--- config.mk ---
export PLATFORM = sky130hd
export DESIGN_NAME = mesh_link_switch
export DESIGN_NICKNAME = d
export VERILOG_FILES = /design/src/rtl/mls_pkg.sv /design/src/rtl/mls_req_merge.sv /design/src/rtl/mls_hop_stage.sv /design/src/rtl/mesh_link_switch.sv
export SDC_FILE = /design/constraint.sdc
export NUM_CORES = 1
export LEC_CHECK = 0
export BUFFER_PORTS_ARGS = -buffer_cell sky130_fd_sc_hd__buf_2
export CORE_ASPECT_RATIO = 1.4
export CORE_UTILIZATION = 39
export CTS_CLUSTER_DIAMETER = 60
export CTS_CLUSTER_SIZE = 24
export DETAILED_ROUTE_END_ITERATION = 10
export PLACE_DENSITY_LB_ADDON = 0.25
export RECOVER_POWER = 50
export REMOVE_ABC_BUFFERS = 1
export SETUP_SLACK_MARGIN = 0.4
export SYNTH_ARGS = -nofsm -noshare
export SYNTH_HDL_FRONTEND = slang
export SYNTH_SLANG_ARGS = --single-unit
--- constraint.sdc ---
create_clock -name clk -period 4.1 [get_ports clk]
set_input_delay 0.615 -clock clk [delete_from_list [all_inputs] [get_ports clk]]
set_output_delay 0.615 -clock clk [all_outputs]
set_load 0.005 [all_outputs]
--- src/rtl/mls_pkg.sv ---
package mls_pkg;
  localparam int EDGES  = 4;
  localparam int LAYERS = 2;
  localparam int LINKS  = EDGES * LAYERS;
  localparam int SELW   = $clog2(LINKS);
  localparam int RTW    = $clog2(EDGES);

  // Link index of a given layer and edge
  function automatic logic [SELW-1:0] link_of(input int layer, input logic [RTW-1:0] edge_code);
    link_of = SELW'(layer * EDGES) + SELW'(edge_code);
  endfunction

  // An output routes from the core when its route names its own edge
  function automatic logic is_core_route(input logic [RTW-1:0] route, input int own_edge);
    is_core_route = (route == RTW'(own_edge));
  endfunction
endpackage

--- src/rtl/mls_req_merge.sv ---
module mls_req_merge #(
  parameter int N = 8
) (
  input  logic [N-1:0] attach,
  input  logic [N-1:0] rdy,
  output logic         all_rdy
);
  // A detached receiver is treated as ready
  logic [N-1:0] masked;
  assign masked  = rdy | ~attach;
  assign all_rdy = &masked;
endmodule

--- src/rtl/mls_hop_stage.sv ---
module mls_hop_stage #(
  parameter int DW = 16
) (
  input  logic          clk,
  input  logic          rst_n,
  input  logic          pipe_en,
  input  logic          in_valid,
  input  logic [DW-1:0] in_data,
  output logic          in_ready,
  output logic          out_valid,
  output logic [DW-1:0] out_data,
  input  logic          out_ready
);
  logic [DW-1:0] slot [2];
  logic          wr_ptr, rd_ptr;
  logic [1:0]    count;
  logic          full, empty, push, pop;

  assign full  = (count == 2'd2);
  assign empty = (count == 2'd0);
  assign push  = pipe_en && in_valid && !full;
  assign pop   = pipe_en && !empty && out_ready;

  assign in_ready  = pipe_en ? !full    : out_ready;
  assign out_valid = pipe_en ? !empty   : in_valid;
  assign out_data  = pipe_en ? slot[rd_ptr] : in_data;

  always_ff @(posedge clk) begin
    if (!rst_n) begin
      wr_ptr <= 1'b0;
      rd_ptr <= 1'b0;
      count  <= 2'd0;
    end else begin
      if (push) begin
        slot[wr_ptr] <= in_data;
        wr_ptr       <= ~wr_ptr;
      end
      if (pop) rd_ptr <= ~rd_ptr;
      count <= count + {1'b0, push} - {1'b0, pop};
    end
  end
endmodule

--- src/rtl/mesh_link_switch.sv ---
module mesh_link_switch #(
  parameter int DW = 16
) (
  input  logic                      clk,
  input  logic                      rst_n,
  input  logic [mls_pkg::LINKS*DW-1:0] in_data,
  input  logic [mls_pkg::LINKS-1:0] in_valid,
  output logic [mls_pkg::LINKS-1:0] in_ready,
  output logic [mls_pkg::LINKS*DW-1:0] out_data,
  output logic [mls_pkg::LINKS-1:0] out_valid,
  input  logic [mls_pkg::LINKS-1:0] out_ready,
  input  logic [mls_pkg::LINKS*mls_pkg::RTW-1:0] cfg_route,
  input  logic [mls_pkg::LINKS-1:0] cfg_pipe,
  input  logic [mls_pkg::SELW-1:0]  cfg_rx0_sel,
  input  logic [mls_pkg::SELW-1:0]  cfg_rx1_sel,
  input  logic [DW-1:0]             core_data,
  input  logic                      core_valid,
  input  logic [mls_pkg::LINKS-1:0] core_mask,
  output logic                      core_ready,
  output logic [DW-1:0]             rx0_data,
  output logic                      rx0_valid,
  input  logic                      rx0_ready,
  output logic [DW-1:0]             rx1_data,
  output logic                      rx1_valid,
  input  logic                      rx1_ready
);
  import mls_pkg::*;

  localparam int NRCV = LINKS + 2;

  logic [LINKS-1:0]   from_core;
  logic [SELW-1:0]    src_idx [LINKS];
  logic [LINKS-1:0]   stage_vin;
  logic [DW-1:0]      stage_din [LINKS];
  logic [LINKS-1:0]   stage_rdy;
  logic [LINKS-1:0]   in_fire;
  logic               core_fire;
  logic [LINKS-1:0]   core_attach;
  logic [NRCV-1:0]    rcv_rdy;

  assign in_fire   = in_valid & in_ready;
  assign core_fire = core_valid && core_ready;
  assign rcv_rdy   = {rx1_ready, rx0_ready, stage_rdy};

  // Output muxes and optional registered hops
  for (genvar o = 0; o < LINKS; o++) begin : g_out
    localparam int OE = o % EDGES;
    localparam int OL = o / EDGES;
    logic [RTW-1:0] route;
    assign route        = cfg_route[RTW*o +: RTW];
    assign from_core[o] = is_core_route(route, OE);
    assign src_idx[o]   = link_of(OL, route);
    assign stage_vin[o] = from_core[o] ? (core_fire && core_mask[o]) : in_fire[src_idx[o]];
    assign stage_din[o] = from_core[o] ? core_data : in_data[DW*src_idx[o] +: DW];

    mls_hop_stage #(.DW(DW)) u_hop (
      .clk       (clk),
      .rst_n     (rst_n),
      .pipe_en   (cfg_pipe[o]),
      .in_valid  (stage_vin[o]),
      .in_data   (stage_din[o]),
      .in_ready  (stage_rdy[o]),
      .out_valid (out_valid[o]),
      .out_data  (out_data[DW*o +: DW]),
      .out_ready (out_ready[o])
    );
  end

  // Per-input ready aggregation over attached receivers
  for (genvar j = 0; j < LINKS; j++) begin : g_in
    logic [NRCV-1:0] attach;
    always_comb begin
      for (int o = 0; o < LINKS; o++) begin
        attach[o] = !from_core[o] && (src_idx[o] == SELW'(j));
      end
      attach[LINKS]   = (cfg_rx0_sel == SELW'(j));
      attach[LINKS+1] = (cfg_rx1_sel == SELW'(j));
    end

    mls_req_merge #(.N(NRCV)) u_merge (
      .attach  (attach),
      .rdy     (rcv_rdy),
      .all_rdy (in_ready[j])
    );
  end

  // Core send: masked fan-out to core-routed outputs
  assign core_attach = from_core & core_mask;

  mls_req_merge #(.N(LINKS)) u_core_merge (
    .attach  (core_attach),
    .rdy     (stage_rdy),
    .all_rdy (core_ready)
  );

  // Core receive selectors
  assign rx0_valid = in_fire[cfg_rx0_sel];
  assign rx0_data  = in_data[DW*cfg_rx0_sel +: DW];
  assign rx1_valid = in_fire[cfg_rx1_sel];
  assign rx1_data  = in_data[DW*cfg_rx1_sel +: DW];
endmodule

* Word level (Yosys, flattened, before mapping)
Memory sizes are Yosys's and may differ from the RTL's. A register that Yosys moved wholly into a read port is not among the register bits. Index checks and enable logic that the tools add are counted.
Storage, ports and cells: memory bits (read-only) 0, memories 8, bits in latches 0, input port bits 203, register bits 32, bits in writable memories 256, logic and storage cells 412, output and inout bits 179
Memories:
- g_out[0].u_hop.slot | depth 2, width 16, rd ports 1, clocked after memory_dff 1, wr ports 1, RTL line mls_hop_stage.sv:14 | logic [DW-1:0] slot [2];
- g_out[1].u_hop.slot | depth 2, width 16, rd ports 1, clocked after memory_dff 1, wr ports 1, RTL line mls_hop_stage.sv:14
- g_out[2].u_hop.slot | depth 2, width 16, rd ports 1, clocked after memory_dff 1, wr ports 1, RTL line mls_hop_stage.sv:14
- g_out[3].u_hop.slot | depth 2, width 16, rd ports 1, clocked after memory_dff 1, wr ports 1, RTL line mls_hop_stage.sv:14
- g_out[4].u_hop.slot | depth 2, width 16, rd ports 1, clocked after memory_dff 1, wr ports 1, RTL line mls_hop_stage.sv:14
- g_out[5].u_hop.slot | depth 2, width 16, rd ports 1, clocked after memory_dff 1, wr ports 1, RTL line mls_hop_stage.sv:14
- +2 memories
Cells by class: div/mod/pow operators 0, reductions and logical operators 139, equal/unequal tests 65, add/subtract/negate cells 20, bitwise operators 36, mux-type cells 100, $mul 0, shift-type cells 10, $lt $le $gt $ge 10
Operators with widths (count):
- 128-bit by 8-bit indexed part select with 16-bit output | 6
- 128-bit by 7-bit indexed part select with 16-bit output | 4
- 16-bit two-way mux | 16
- 1-bit logical AND | 86
- 10-bit NOT | 8
- 10-bit OR | 8
- 10-bit AND reduction | 8
- 1-bit two-way mux | 74
- 3-bit == test (second input constant) | 24
- 2-bit == test (second input constant) | 18
- 3-bit by 2-bit == test with 1-bit output (second input constant) | 12
- 3-bit zero test | 10
- 1-bit zero test | 24
- 3-bit by 4-bit less-than comparator with 1-bit output (second input constant) | 6
- 2-bit zero test | 10
- 1-bit binary-select mux with 3-bit select | 6
- 3-bit by 1-bit == test with 1-bit output (second input constant) | 6
- 2-bit by 1-bit adder with 2-bit output | 8
- 8-bit AND | 2
- 2-bit by 4-bit less-than comparator with 1-bit output (second input constant) | 4
- 1-bit NOT | 16
- 2-bit by 1-bit subtractor with 2-bit output | 8
- 3-bit by 2-bit adder with 3-bit output (first input constant) | 4
- 2-bit by 1-bit == test with 1-bit output (second input constant) | 5
- other kinds (4) | 7

* Depth between registers and ports, before layout
depth after elaboration 15, mapped depth 10, gate-level depth less buffers 8

* Hierarchy
A second synthesis with hierarchy kept.
Second synthesis, totals: cell total of the unflattened synthesis 1528, area, all modules 19092.1 sq um
By module, submodules not included:
- mls_hop_stage | times used 8, area each 1562.7 sq um, cells an instance 118
- mesh_link_switch | times used 1, area each 5841.9 sq um, cells an instance 451
- mls_req_merge at g_in[0].u_merge ... | times used 8, area each 85.1 sq um, cells an instance 15
- mls_req_merge at u_core_merge | times used 1, area each 67.6 sq um, cells an instance 13

* Worst setup path before layout
Ideal clock, no wire load.
path type input port to flip-flop, start input port cfg_pipe[3] in the netlist's numbering, end memory g_out[7].u_hop.slot[0][0], enable pin, setup slack 0.240 ns, stages on the path 8, data required time 3.668 ns, library setup time 0.432 ns, path buffers 1, data arrival time 3.428 ns, path through buf_6 -> nand3b_4 -> nand2_1 -> a22o_1 -> a221o_2 -> nor3_1 -> o2bb2ai_1 -> nor4_1
On the way: cells in the longest elaborated chain, start to end 12, elaborated cells between the ends (all ways) 30
RTL lines:
- start: declaration | RTL line mesh_link_switch.sv:13 | input logic [mls_pkg::LINKS-1:0] cfg_pipe,
- 1-bit two-way mux * | RTL line mls_hop_stage.sv:24 | assign in_ready = pipe_en ? !full : out_ready;
- 10-bit OR | RTL line mls_req_merge.sv:10 | assign masked = rdy | ~attach;
- 10-bit AND reduction | RTL line mls_req_merge.sv:11 | assign all_rdy = &masked;
- 8-bit AND | RTL line mesh_link_switch.sv:41 | assign in_fire = in_valid & in_ready;
- 1-bit binary-select mux with 3-bit select | RTL line mesh_link_switch.sv:53 | assign stage_vin[o] = from_core[o] ? (core_fire && core_mask[o]) : in_fire[src_idx[o]];
- 1-bit two-way mux (not written as such) | RTL line mesh_link_switch.sv:53
- 1-bit two-way mux * | RTL line mesh_link_switch.sv:53
- 1-bit logical AND * (2 in series) | RTL line mls_hop_stage.sv:21 | assign push = pipe_en && in_valid && !full;
- 1-bit two-way mux * | RTL line mls_hop_stage.sv:34 | if (push) begin
- 1-bit two-way mux * | RTL line mls_hop_stage.sv:29 | if (!rst_n) begin
- 1-bit two-way mux (not written as such) * | RTL line mls_hop_stage.sv:35 | slot[wr_ptr] <= in_data;
- end: declaration | RTL line mls_hop_stage.sv:14
Every way passes the cells marked *; elsewhere a longest branch is shown, timed or not. The select of a mux whose other input is x is not followed.

* Worst setup path after layout
start input port cfg_route[3] in the netlist's numbering, end output port out_valid[0] in the netlist's numbering
On the way: cells in the longest elaborated chain, start to end 11, elaborated cells between the ends (all ways) 28
RTL lines:
- start: declaration | RTL line mesh_link_switch.sv:12 | input logic [mls_pkg::LINKS*mls_pkg::RTW-1:0] cfg_route,
- 2-bit by 1-bit == test with 1-bit output | RTL line mls_pkg.sv:15, mesh_link_switch.sv:74
- 1-bit zero test
- 1-bit logical AND | RTL line mesh_link_switch.sv:74 | attach[o] = !from_core[o] && (src_idx[o] == SELW'(j));
- 10-bit NOT | RTL line mls_req_merge.sv:10
- 10-bit OR | RTL line mls_req_merge.sv:10
- 10-bit AND reduction | RTL line mls_req_merge.sv:11
- 8-bit AND | RTL line mesh_link_switch.sv:41
- 1-bit binary-select mux with 2-bit select | RTL line mesh_link_switch.sv:53
- 1-bit two-way mux (not written as such) | RTL line mesh_link_switch.sv:53
- 1-bit two-way mux * | RTL line mesh_link_switch.sv:53
- 1-bit two-way mux * | RTL line mls_hop_stage.sv:25 | assign out_valid = pipe_en ? !empty : in_valid;
- end: declaration | RTL line mesh_link_switch.sv:10 | output logic [mls_pkg::LINKS-1:0] out_valid,
Marked as above.

==> results.json <==
{
  "rsz0062_at_grt": "false",
  "hold_class": "flop to flop",
  "synth_seq_cells": 296,
  "clockRootBuffer": "clkbuf_16",
  "ant_nets": 0,
  "num_vias": 14500,
  "syn2layout_area_growth_pct": 18.2,
  "regToRegSetupSlack_ns": 0.50,
  "grt_pass1_wl_mm": 98.6,
  "tritoncts": "yes",
  "cp_max_fo": 7,
  "ir_drop_mv": 0.273,
  "avgViaCountPerCell": 6.08,
  "synth_cells": 1395,
  "dr.pass1.iters": 5,
  "die_width_um": 186,
  "synth_top_area_cell": "edfxtp_1",
  "pin_count": 382,
  "startpoint_type": "primary input",
  "syn_area_per_cell_um2": 13.3,
  "tns_ns": 0,
  "final_common_cell": "buf_2",
  "reg2reg_from": "g_out[0].u_hop.count[0]",
  "synth.distinct_cells": 72,
  "grt_max_degree": 37,
  "power_density_mw_per_mm2": 375,
  "violations": "max-capacitance violations, max-slew violations",
  "gp_congestion": 0.920,
  "synth_edf_count": 256,
  "post-cts-setup-buffers": 0,
  "hold_end": "g_out[6].u_hop.wr_ptr",
  "ys.flop_type": "edfxtp_1",
  "seq_power_share_pct": 43.0,
  "cap_viol_max_count": 2,
  "p_int_mw": 5.60,
  "hold_viol_final": 0,
  "p_sw_share_pct": 31.9,
  "crit_arrival_ns": 3.06,
  "setup_viol": 0,
  "initial_core_util_pct": 39.6,
  "slew_viol_final": 54,
  "ctsHoldBuffers": 0,
  "rows": 94,
  "coreArea_mm2": 0.0469,
  "route.detailed.drc": 0,
  "status": "finished with violations",
  "worstSetupPathType": "primary input to primary output",
  "drt_iter0_drc": 1490,
  "pwr-share-clk_pct": 33.6,
  "fin_nets": 1946,
  "skew_ns": 0.0541,
  "clk_pin_slew_worst_paths_ns": 0.08,
  "grt.total_usage_pct": 28.2,
  "yosys_warnings": 0,
  "clock_latency_ns": 0.60,
  "tightest_slew_ns": 1.67,
  "fp.dieH_um": 260,
  "switchingPower_mw": 2.63,
  "layout_common_cells": "buf_2, edfxtp_1, mux4_2, a21oi_1",
  "min_path_cells": 2,
  "antenna_found_initial": 12,
  "synth.area.top_cells": "edfxtp_1, mux4_2, mux2i_1, dfxtp_1, a21oi_1",
  "p_comb_share_pct": 23.4,
  "fin_crit_sh_pct": 89.7,
  "clockBufferDepth": 3,
  "fillCellCount": 4376,
  "post-dp-hpwl_mm": 53.0,
  "hold_start": "g_out[6].u_hop.wr_ptr",
  "wirelength_mm": 69.4,
  "netlist_area_mm2": 0.0186,
  "synthArstFlopShare_pct": 0,
  "fin_crit_ns": 3.68,
  "cts_buffers": 26,
  "grt_pass1_vias": 14100,
  "ff2ff_path_depth": 8,
  "drive_above_1_share_pct": 39.7,
  "power_mw": 8.22,
  "fmax_ghz": 0.272,
  "gr-total-overflow": 0,
  "cts.sinks": 296,
  "crit_path_end_kind": "primary output",
  "final_area_mm2": 0.0219,
  "max-slew-margin-rel_pct": -11.3,
  "dieArea_mm2": 0.0485,
  "place_area_mm2": 0.0211,
  "p_leak_nw": 7.77,
  "cts-htree-levels": 1,
  "yosysSeqAreaShare_pct": 45.7,
  "synth_top_area_share_pct": 41.4,
  "worst_ep_required_time_ns": 3.48,
  "numPortBuffers": 381,
  "routedWlPerCell_um": 29.1,
  "rr_endpoint": "g_out[2].u_hop.slot[1][1]"
}
-- layer usage --
metal / track usage, % / vias up / routed length [um] / share of wire (%)
li1: - / 6238 / - / -
met1: 35.9 / 7245 / 25900 / 37
met2: 47.9 / 898 / 34800 / 50
met3: 5.60 / 109 / 6300 / 9.1
met4: 9.55 / 10 / 2340 / 3.4
met5: 0 / - / 64 / 0.092
-- worst max-delay path: stages --
cell and delay [ns]:
clkbuf_1 0.23, clkbuf_1 0.37, nand2_1 0.15, a21oi_1 0.08, nor4_1 0.68, nand2_1 0.11
o311a_1 0.16, a21oi_1 0.13, nor2_1 0.05, a31oi_1 0.29, buf_2 0.18
-- power groups by stage --
stage               registers [mW]  logic [mW]  clock network [mW]
floorplan                     3.59       0.951                   0
finish                        3.53        1.93                2.77
global placement              3.59        1.91                   0
global route                  3.55        2.05                2.92
CTS                           3.53        1.94                2.81
detailed placement            3.60        1.93                   0
-- registers in the layout, summed over array words and instances (netlist names), named ones only --
signal	flops
g_out.u_hop.count	16
g_out.u_hop.rd_ptr	8
g_out.u_hop.slot	256
g_out.u_hop.wr_ptr	8
-- area by class of cell --
class                      instances  area [um^2]  area share, %
antenna                            6         15.0         0.0684
sequential                       296         8490           38.7
clock buffer                      27          676           3.08
timing repair buffer             433         2220           10.1
multi-input combinational        948         9370           42.7
tap                              624          781           3.56
inverter                          30          113          0.513
clock inverter                    21          283           1.29
-- how the worst max path moves through the flow --
stage | depth (start not counted) | end | start
after detailed placement | 9 | out_valid[2] | cfg_pipe[3]
after global placement | 9 | out_valid[2] | cfg_pipe[3]
final | 11 | out_valid[0] | cfg_route[3]
after floorplan | 7 | g_out[7].u_hop.slot[0][0] | cfg_pipe[4]
after CTS | 8 | out_valid[2] | g_out[3].u_hop.count[0]
after global routing | 10 | g_out[2].u_hop.slot[1][8] | cfg_route[3]
-- through the flow --
stage	hold WS [ns]	utilization, %	worst slack (ns)	std cells
detailed placement	0.481	45.0	0.526	2331
CTS	0.479	47.0	0.438	2379
global route	0.507	46.7	0.237	2383
floorplan	0.452	-	0.308	1274
global placement	0.470	45.0	0.538	2331
finish	0.482	46.8	0.424	2385
-- what timing repair did --
item                       in CTS  in global routing
hold endpoints to repair        0                  0
resized for setup               0                  3
setup endpoints to repair       0                  3
-- cells by family after synthesis --
kind of cell,synth area share [%]
AND/OR/NAND/NOR,8.01
buffers and inverters,3.69
multiplexers,32.6
flip-flops,45.7
XOR/XNOR,0.849
AO/OA/AOI/OAI,8.56
adder cells (fa/ha/maj),0.539
-- cell usage after synthesis (all sizes together) (5+ instances only) --
library cell	n
a211oi	16
a21oi	132
a31oi	5
and2	8
buf	72
clkbuf	49
dfxtp	40
edfxtp	256
ha	8
inv	30
mux2	32
mux2i	130
mux4	195
nand2	61
nand2b	11
nand3	12
nand3b	8
nor2	130
nor2b	8
nor3	14
nor4	11
o211ai	7
o21ai	70
o22ai	7
or2	13
or3	5
xnor2	11
xor2	7
No activity file was read; power rests on OpenSTA's default activity.
